## config.mk

```make
export PLATFORM = sky130hd
export DESIGN_NAME = pwm2_ctrl
export DESIGN_NICKNAME = d
export VERILOG_FILES = /design/src/rtl/pwm2_pkg.sv /design/src/rtl/pwm2_presc.sv /design/src/rtl/pwm2_chan.sv /design/src/rtl/pwm2_ctrl.sv
export SDC_FILE = /design/constraint.sdc
export NUM_CORES = 1
export LEC_CHECK = 0
export BUFFER_PORTS_ARGS = -buffer_cell sky130_fd_sc_hd__buf_2
export CORE_UTILIZATION = 60
export DETAILED_ROUTE_END_ITERATION = 10
export PLACE_DENSITY = 0.78
export SLEW_MARGIN = 20
export SYNTH_ARGS = -nofsm -noshare
export SYNTH_HDL_FRONTEND = slang
export SYNTH_HIERARCHICAL = 1
export SYNTH_SLANG_ARGS = --single-unit
```

## constraint.sdc

```tcl
create_clock -name clk -period 5.5 [get_ports clk]
set_input_delay 0.275 -clock clk [delete_from_list [all_inputs] [get_ports clk]]
set_output_delay 0.275 -clock clk [all_outputs]
set_load 0.02 [all_outputs]
```

## src/rtl/pwm2_pkg.sv

```systemverilog
package pwm2_pkg;
    localparam int NCH      = 2;
    localparam int DATA_W   = 32;
    localparam int CNT_W    = DATA_W / 2;
    localparam int STRIDE   = 15;
    localparam int FLD_W    = 10;
    localparam int RDY_BASE = 28;
    localparam int DIV_W    = 17;

    // Field group, prescaler code in the low bits.
    typedef struct packed {
        logic       bypass;
        logic       pulse;
        logic       mode;
        logic       gate;
        logic       level;
        logic       en;
        logic [3:0] code;
    } chan_ctl_t;

    typedef enum logic [1:0] {ST_STOP, ST_RUN, ST_ARMED, ST_SHOT} chan_st_t;

    // Divider for a prescaler code; zero marks an unused code.
    function automatic logic [DIV_W-1:0] code_div(input logic [3:0] c);
        logic [DIV_W-1:0] d;
        case (c)
            4'd0:    d = DIV_W'(120);
            4'd1:    d = DIV_W'(180);
            4'd2:    d = DIV_W'(240);
            4'd3:    d = DIV_W'(360);
            4'd4:    d = DIV_W'(480);
            4'd8:    d = DIV_W'(12000);
            4'd9:    d = DIV_W'(24000);
            4'd10:   d = DIV_W'(36000);
            4'd11:   d = DIV_W'(48000);
            4'd12:   d = DIV_W'(72000);
            4'd15:   d = DIV_W'(1);
            default: d = '0;
        endcase
        return d;
    endfunction
endpackage

```

## src/rtl/pwm2_presc.sv

```systemverilog
module pwm2_presc
    import pwm2_pkg::*;
(
    input  logic       clk,
    input  logic       rst_n,
    input  logic       run,
    input  logic [3:0] code,
    output logic       tick
);
    localparam logic [DIV_W-1:0] ONE = DIV_W'(1);

    logic [DIV_W-1:0] div, lim, cnt;
    logic             live;

    assign div  = code_div(code);
    assign lim  = div - ONE;
    assign live = run && (div != '0);

    always_ff @(posedge clk or negedge rst_n) begin
        if (!rst_n)
            cnt <= '0;
        else if (!live || cnt >= lim)
            cnt <= '0;
        else
            cnt <= cnt + ONE;
    end

    assign tick = live && (cnt >= lim);
endmodule

```

## src/rtl/pwm2_chan.sv

```systemverilog
module pwm2_chan
    import pwm2_pkg::*;
(
    input  logic               clk,
    input  logic               rst_n,
    input  logic               run,
    input  logic               mode,
    input  logic               pulse,
    input  logic               level,
    input  logic               tick,
    input  logic               pd_wr,
    input  logic [2*CNT_W-1:0] pd_wdata,
    output logic [2*CNT_W-1:0] pd_rd,
    output logic               pend,
    output logic               shot_done,
    output logic               pwm_o
);
    localparam logic [CNT_W-1:0] ONE = CNT_W'(1);

    chan_st_t         st, st_nx;
    logic [CNT_W-1:0] cnt, prd, dty, prd_sh, dty_sh;
    logic             wrap, counting, apply, act;

    assign counting = (st == ST_RUN) || (st == ST_SHOT);
    assign wrap     = counting && tick && (cnt == prd);
    assign apply    = pend && (!counting || wrap);
    assign pd_rd    = {prd_sh, dty_sh};

    always_comb begin
        st_nx = st;
        unique case (st)
            ST_STOP:  if (run) st_nx = mode ? ST_ARMED : ST_RUN;
            ST_RUN:   if (!run) st_nx = ST_STOP;
                      else if (mode) st_nx = ST_ARMED;
            ST_ARMED: if (!run) st_nx = ST_STOP;
                      else if (!mode) st_nx = ST_RUN;
                      else if (pulse) st_nx = ST_SHOT;
            ST_SHOT:  if (!run) st_nx = ST_STOP;
                      else if (wrap) st_nx = ST_ARMED;
        endcase
    end

    always_ff @(posedge clk or negedge rst_n) begin
        if (!rst_n) st <= ST_STOP;
        else        st <= st_nx;
    end

    always_ff @(posedge clk or negedge rst_n) begin
        if (!rst_n) begin
            cnt    <= '0;
            prd    <= '0;
            dty    <= '0;
            prd_sh <= '0;
            dty_sh <= '0;
            pend   <= 1'b0;
        end else begin
            if (st_nx != st || !counting || wrap) cnt <= '0;
            else if (tick)                         cnt <= cnt + ONE;
            if (pd_wr) begin
                prd_sh <= pd_wdata[2*CNT_W-1:CNT_W];
                dty_sh <= pd_wdata[CNT_W-1:0];
            end
            if (apply) begin
                prd <= prd_sh;
                dty <= dty_sh;
            end
            if (pd_wr)      pend <= 1'b1;
            else if (apply) pend <= 1'b0;
        end
    end

    always_comb begin
        act       = counting && (cnt < dty);
        pwm_o     = level ? act : !act;
        shot_done = (st == ST_SHOT) && wrap && run;
    end
endmodule

```

## src/rtl/pwm2_ctrl.sv

```systemverilog
module pwm2_ctrl
    import pwm2_pkg::*;
#(
    parameter int ADDR_W = 4
) (
    input  logic              clk,
    input  logic              rst_n,
    input  logic              bus_wr,
    input  logic [ADDR_W-1:0] bus_addr,
    input  logic [31:0]       bus_wdata,
    output logic [31:0]       bus_rdata,
    output logic [NCH-1:0]    pwm_out
);
    localparam logic [ADDR_W-1:0] A_CTRL = '0;

    logic [NCH-1:0][FLD_W-1:0]  ctl_q;
    logic [NCH-1:0][DATA_W-1:0] pd_q;
    logic [NCH-1:0]             run_q, tick, pend, shot_done;
    logic                       ctrl_wr;

    assign ctrl_wr = bus_wr && (bus_addr == A_CTRL);

    for (genvar g = 0; g < NCH; g++) begin : g_ch
        chan_ctl_t          ctl_r;
        logic               pd_wr;
        logic [2*CNT_W-1:0] pd_rd;

        assign pd_wr = bus_wr && (bus_addr == ADDR_W'(4 * (g + 1)));

        always_ff @(posedge clk or negedge rst_n) begin
            if (!rst_n)
                ctl_r <= '0;
            else if (ctrl_wr)
                ctl_r <= chan_ctl_t'(bus_wdata[STRIDE*g +: FLD_W]);
            else if (shot_done[g])
                ctl_r.pulse <= 1'b0;
        end

        assign ctl_q[g] = ctl_r;
        assign run_q[g] = ctl_r.en && ctl_r.gate;
        assign pd_q[g]  = DATA_W'(pd_rd);

        pwm2_presc u_presc (
            .clk  (clk),
            .rst_n(rst_n),
            .run  (run_q[g]),
            .code (ctl_r.code),
            .tick (tick[g])
        );

        pwm2_chan u_chan (
            .clk      (clk),
            .rst_n    (rst_n),
            .run      (run_q[g]),
            .mode     (ctl_r.mode),
            .pulse    (ctl_r.pulse),
            .level    (ctl_r.level),
            .tick     (tick[g]),
            .pd_wr    (pd_wr),
            .pd_wdata (bus_wdata[2*CNT_W-1:0]),
            .pd_rd    (pd_rd),
            .pend     (pend[g]),
            .shot_done(shot_done[g]),
            .pwm_o    (pwm_out[g])
        );
    end

    always_comb begin
        bus_rdata = '0;
        if (bus_addr == A_CTRL) begin
            for (int i = 0; i < NCH; i++) begin
                bus_rdata[STRIDE*i +: FLD_W] = ctl_q[i];
                bus_rdata[RDY_BASE + i]      = pend[i];
            end
        end else begin
            for (int i = 0; i < NCH; i++)
                if (bus_addr == ADDR_W'(4 * (i + 1))) bus_rdata = pd_q[i];
        end
    end
endmodule

```

Word level (Yosys, flattened, before mapping). Memories as Yosys holds them, arrays and structs flattened. Cells that the tools add are included.

Register bits after elaboration: 220. Bits of input ports: 39. Word-level logic and storage cells: 146. Memories: 2. ROM bits: 512.

Memories: (name not given) (words 16, bits a word 16, rd ports 1, clocked after Yosys merged registers in 0, wr ports 0, line pwm2_pkg.sv:26) `case (c)`; (name not given) (words 16, bits a word 16, rd ports 1, clocked after Yosys merged registers in 0, wr ports 0, line pwm2_pkg.sv:26).

Reductions and logical operators: 48. Add/sub/neg operators: 6. Order comparisons: 4. Equal/unequal tests: 12. Muxes and demuxes: 44.

Operator list (number): $mux W16 (4); $mux W32 (2); $mux W2 (20); $add A17 B1 Y17 const B (2); $ge A17 B17 Y1 (2); $mux W17 (2); $reduce_bool A17 Y1 (2); $sub A17 B1 Y17 const B (2); $add A16 B1 Y16 const B (2); $eq A16 B16 Y1 (2); $lt A16 B16 Y1 (2); $logic_and A1 B1 Y1 (21); $mux W10 (2); $pmux W2 S4 (2); $reduce_bool A2 Y1 (6); $logic_or A1 B1 Y1 (10); $mux W1 (10); $eq A2 B2 Y1 const B (4); $logic_not A1 Y1 (6); $mux W5 (1); $eq A2 B1 Y1 const B (2); $eq A4 B3 Y1 const B (1); $eq A4 B4 Y1 const B (1); $logic_not A2 Y1 (2); other kinds (3) (4).

Depth between registers and ports, before layout. An unclocked memory read counts as a cell.

Word-level depth: 13. Mapped depth: 21.

Cells and area by module. The synthesis kept the hierarchy.

By module, submodules not included: pwm2_chan (area each 4765.8 sq um, cells an instance 520, times used 2); pwm2_presc (g_ch[0].u_presc) (area each 1689.1 sq um, cells an instance 195, times used 1); pwm2_presc (g_ch[1].u_presc) (area each 1682.9 sq um, cells an instance 190, times used 1); pwm2_ctrl (area each 1460.2 sq um, cells an instance 173, times used 1).

Least setup slack after synthesis. Ideal clock, no wire load.

Kind: flip-flop to flip-flop. From: register g_ch[0].ctl_r (netlist bit ctl_q[0]). To: register g_ch[0].u_chan.dty[10]. Arrival: 4376 ps. Setup slack: 986 ps. Clock period less this slack: 4514 ps. Stages on the path, launching flop included: 20. Cells stage by stage: dfrtp_1 -> inv_1 -> ha_1 -> nand2b_2 -> nor3_1 -> o311a_4 -> a21oi_1 -> ha_1 -> nand4_1 -> o41a_1 -> o21ai_1 -> o21a_1 -> clkbuf_1 -> nand2_1 -> or2_2 -> or2_1 -> buf_2 -> buf_6 -> a31oi_1 -> o211ai_1.

Word-level cells in the longest chain between the ends: 8.

RTL lines: start, declared (line pwm2_ctrl.sv:24) `chan_ctl_t ctl_r;`; start signal, assigned (line pwm2_ctrl.sv:34) `ctl_r <= chan_ctl_t'(bus_wdata[STRIDE*g +: FLD_W]);`; $mem_v2 Z16 W16 (*); $sub A17 B1 Y17 or $reduce_bool A17 Y1 (tied branches) (line pwm2_presc.sv:16, pwm2_presc.sv:17); $ge A17 B17 Y1 or $logic_and A1 B1 Y1 (tied branches) (line pwm2_presc.sv:28, pwm2_presc.sv:17); $logic_and A1 B1 Y1 (*) (line pwm2_presc.sv:28) `assign tick = live && (cnt >= lim);`; net tick[0] (line pwm2_ctrl.sv:18) `logic [NCH-1:0] run_q, tick, pend, shot_done;`; $logic_and A1 B1 Y1 (*) (2 in series) (line pwm2_chan.sv:25) `assign wrap = counting && tick && (cnt == prd);`; $logic_or A1 B1 Y1 (*) (line pwm2_chan.sv:26) `assign apply = pend && (!counting || wrap);`; $logic_and A1 B1 Y1 (*) (line pwm2_chan.sv:26); end signal, assigned (line pwm2_chan.sv:65) `dty <= dty_sh;`; end, declared (line pwm2_chan.sv:21) `logic [CNT_W-1:0] cnt, prd, dty, prd_sh, dty_sh;`.

The timed path passes the listed nets; every way through them passes the cells marked *. A chain may end at the register's enable or synchronous reset.

Final worst setup path.
From: register g_ch[1].ctl_r (netlist bit ctl_q[10]). To: register g_ch[1].u_chan.cnt[2].

Word-level cells in the longest chain between the ends: 13.

RTL lines: start, declared (line pwm2_ctrl.sv:24); start signal, assigned (line pwm2_ctrl.sv:34); $mem_v2 Z16 W16 (*); $sub A17 B1 Y17 or $reduce_bool A17 Y1 (tied branches) (line pwm2_presc.sv:16, pwm2_presc.sv:17); $ge A17 B17 Y1 or $logic_and A1 B1 Y1 (tied branches) (line pwm2_presc.sv:28, pwm2_presc.sv:17); $logic_and A1 B1 Y1 (*) (line pwm2_presc.sv:28); net tick[1] (line pwm2_ctrl.sv:18); $logic_and A1 B1 Y1 (2 in series) (line pwm2_chan.sv:25); $mux W2 (line pwm2_chan.sv:39) `else if (wrap) st_nx = ST_ARMED;`; $mux W2 (line pwm2_chan.sv:38) `ST_SHOT: if (!run) st_nx = ST_STOP;`; $pmux W2 S4 (line pwm2_chan.sv:31) `unique case (st)`; $ne A2 B2 Y1 (line pwm2_chan.sv:57) `if (st_nx != st || !counting || wrap) cnt <= '0;`; $logic_or A1 B1 Y1 (2 in series) (line pwm2_chan.sv:57); $mux W16 or $reduce_bool A2 Y1 (tied branches); end signal, assigned (line pwm2_chan.sv:58) `else if (tick) cnt <= cnt + ONE;`; end, declared (line pwm2_chan.sv:21).

Marked as above.

==> results.py <==
metrics = {
    "outcome": {
        "status": "completed",
    },
    "worst_setup_path": {
        "worst-endpoint-arrival_ps": 5380,
        "worstSetupStartpointType": "register",
        "crit_type": "reg2reg",
        "cp_data_required_time_ps": 5890,
        "path_max_fanout": 16,
        "endpoint_kind": "register",
    },
    "detailed_routing": {
        "drtAntennaViolNets": 0,
        "via_count": 12400,
        "via_per_inst": 6.34,
        "finalWirelength_mm": 38.1,
        "drc": 0,
        "firstDrtPassIters": 6,
        "wl_per_cell_microns": 19.4,
        "drt_iter0_markers": 1117,
    },
    "logic_synthesis": {
        "synth_area_sq_um": 14400,
        "avgSynthCellArea_sq_um": 8.99,
        "ys_warn_count": 6,
        "synth_seq_area_share_pct": 38.3,
        "ys_ff_latch": 220,
        "syn_nets": 1717,
        "syn_inst": 1598,
        "synth-async-reset-ratio_pct": 100,
        "synth_edf_count": 0,
        "synth.distinct_cells": 68,
        "synth_ff_type": "dfrtp_1",
    },
    "placed_design": {
        "globalplace.congestion": 0.911,
        "numPortBuffers": 72,
        "dpl.hpwl_mm": 25.3,
        "place_area_sq_um": 14800,
        "dp_cells": 1904,
    },
    "global_routing": {
        "grt_pass1_vias": 12100,
        "antenna_found_initial": 0,
        "grt_first_pass_wirelength_mm": 62.4,
        "grt_overflow": 0,
        "track_usage_pct": 31.9,
        "grt_max_degree": 132,
    },
    "floorplanning": {
        "die_h_microns": 157,
        "dieWidth_microns": 157,
        "start_util_pct": 61.2,
        "io_pins": 73,
        "dieArea_sq_um": 24600,
        "core-area_sq_um": 23500,
        "rows": 56,
    },
    "sta": {
        "maxSlewHeadroom_pct": 24.9,
        "timing.fmax_ghz": 0.201,
        "rsz0062_at_grt": "false",
        "skew_ps": 30.2,
        "maxSlewViolCount": 0,
        "tightestPinTransition_ps": 1130,
        "period_share_pct": 90.7,
        "holdWs_ps": 20.9,
        "setup-tns-final_ps": 0,
        "setup_viol": 0,
        "final-hold-violation-count": 0,
        "min_period_ps": 4990,
    },
    "clocking": {
        "ctsResizeCount": 0,
        "numCtsBuffers": 24,
        "clk_pin_slew_ps": 60,
        "clkSinkCount": 220,
        "post_cts_buffers": 0,
        "clkLatencyLatePin_ps": 550,
        "cts_tree": "yes",
        "htree_levels": 1,
        "cts-root-buf": "clkbuf_16",
        "cts_buffer_depth": 3,
        "holdBufCountCts": 15,
    },
    "power": {
        "ir_drop_v": 0.000217,
        "power_density_nw_per_um2": 365,
        "total_power_uw": 5730,
        "p_leak_uw": 0.00673,
    },
    "cells_and_area": {
        "drive_gt1_share_pct": 16.1,
        "mostFrequentLayoutCells": "dfrtp_1 (216), nand2_1 (196), o21ai_0 (107), nor2_1 (106), inv_1 (92)",
        "layout_commonest_cell": "dfrtp_1",
        "fin_nets": 1745,
        "fin_cells": 1963,
        "num_antenna_cells": 0,
        "synthToLayoutAreaGrowth_pct": 9.36,
        "final_area_sq_um": 15700,
    },
    "min_path": {
        "hold_class": "in2reg",
    },
    "run": {
        "maxCapViolCount": 0,
    },
}
path summary, 6_finish.rpt:
path,slack (ps),cells past startpoint,end,start
setup / recovery,510,18,g_ch[1].u_chan/cnt[2],ctl_q[10]
hold / removal,20,2,g_ch[1].u_chan/prd_sh[5],bus_wdata[21]
setup reg to reg,510,18,g_ch[1].u_chan/cnt[2],ctl_q[10]
hold reg to reg,500,1,g_ch[0].u_presc/cnt[0],g_ch[0].u_presc/cnt[0]
max in group asynchronous,4020,3,g_ch[1].u_chan/pend,rst_n
min in group asynchronous,320,2,g_ch[1].u_presc/cnt[12],rst_n
critical path, cell delays in order, from the launching register on:
cell,delay [ps]
dfrtp_1,550
inv_1,200
ha_1,290
nand2b_1,260
o32ai_2,360
nor2_2,100
nor2_1,290
a31oi_1,80
ha_1,340
nand4_1,150
nor2_1,210
nand3_1,120
o211ai_2,90
nor2b_1,260
nand2_1,120
or2_2,300
nor2_2,480
a21o_1,520
nor2_1,110
cells by family (layout without fill, tap and decap cells):
logic type               count (synthesis)  after routing  synth area share [%]
flip-flops                             220            220                  38.3
adder cells (fa/ha/maj)                 80             80                  6.97
multiplexers                            87             87                  7.32
AND/OR/NAND/NOR                        553            553                  19.5
buffers and inverters                  198            244                  5.89
XOR/XNOR                               103            103                  6.28
AO/OA/AOI/OAI                          357            357                  15.7
per-layer routing:
| metal | GRT usage [%] | vias to the layer above | wire (microns) |
|---|---|---|---|
| li1 | - | 5767 | - |
| met1 | 43.8 | 6068 | 16300 |
| met2 | 51.3 | 522 | 17700 |
| met3 | 4.49 | 92 | 2750 |
| met4 | 12.1 | 0 | 1330 |
| met5 | 0 | - | 0 |
sequential cells by signal, indices dropped and copies added, names as in the netlist:
name,cells
g_ch.u_chan/dty,32
g_ch.u_chan/prd_sh,32
g_ch.u_presc/cnt,34
g_ch.u_chan/dty_sh,32
g_ch.u_chan/st,4
g_ch.u_chan/cnt,32
ctl_q,20
g_ch.u_chan/prd,32
g_ch.u_chan/pend,2
where the power goes:
| group | total, uW | switching, uW | internal (uW) |
|---|---|---|---|
| Combinational | 1670 | 933 | 736 |
| Clock | 1530 | 668 | 864 |
| Sequential | 2530 | 524 | 2010 |
| Total | 5730 | 2120 | 3610 |
stage by stage:
stage,utilization (%),setup slack (ps)
2_1_floorplan,-,986
3_3_place_gp,63.1,716
3_5_place_dp,63.1,535
4_1_cts,66.9,554
5_1_grt,66.9,58.4
6_report,66.9,513
Yosys cell counts (64+ instances only):
| master | count | area (sq um) |
|---|---|---|
| dfrtp_1 | 220 | 5510 |
| nand2_1 | 196 | 736 |
| o21ai_0 | 107 | 536 |
| nor2_1 | 106 | 398 |
| inv_1 | 92 | 345 |
| nand4_1 | 91 | 569 |
| ha_1 | 80 | 1000 |
| xor2_1 | 75 | 657 |
| a31oi_1 | 69 | 432 |
| clkbuf_1 | 68 | 255 |
| o211ai_1 | 66 | 495 |
| mux2_2 | 64 | 721 |
layout make-up:
cell class,instances,area (sq um)
Fill cell,1873,7760
Tap cell,319,399
Clock inverter,6,41.3
Inverter,92,345
Multi-Input combinational cell,1180,8030
Sequential cell,220,5510
Timing Repair Buffer,108,691
Clock buffer,38,693
No activity file was read; power rests on OpenSTA's default activity.
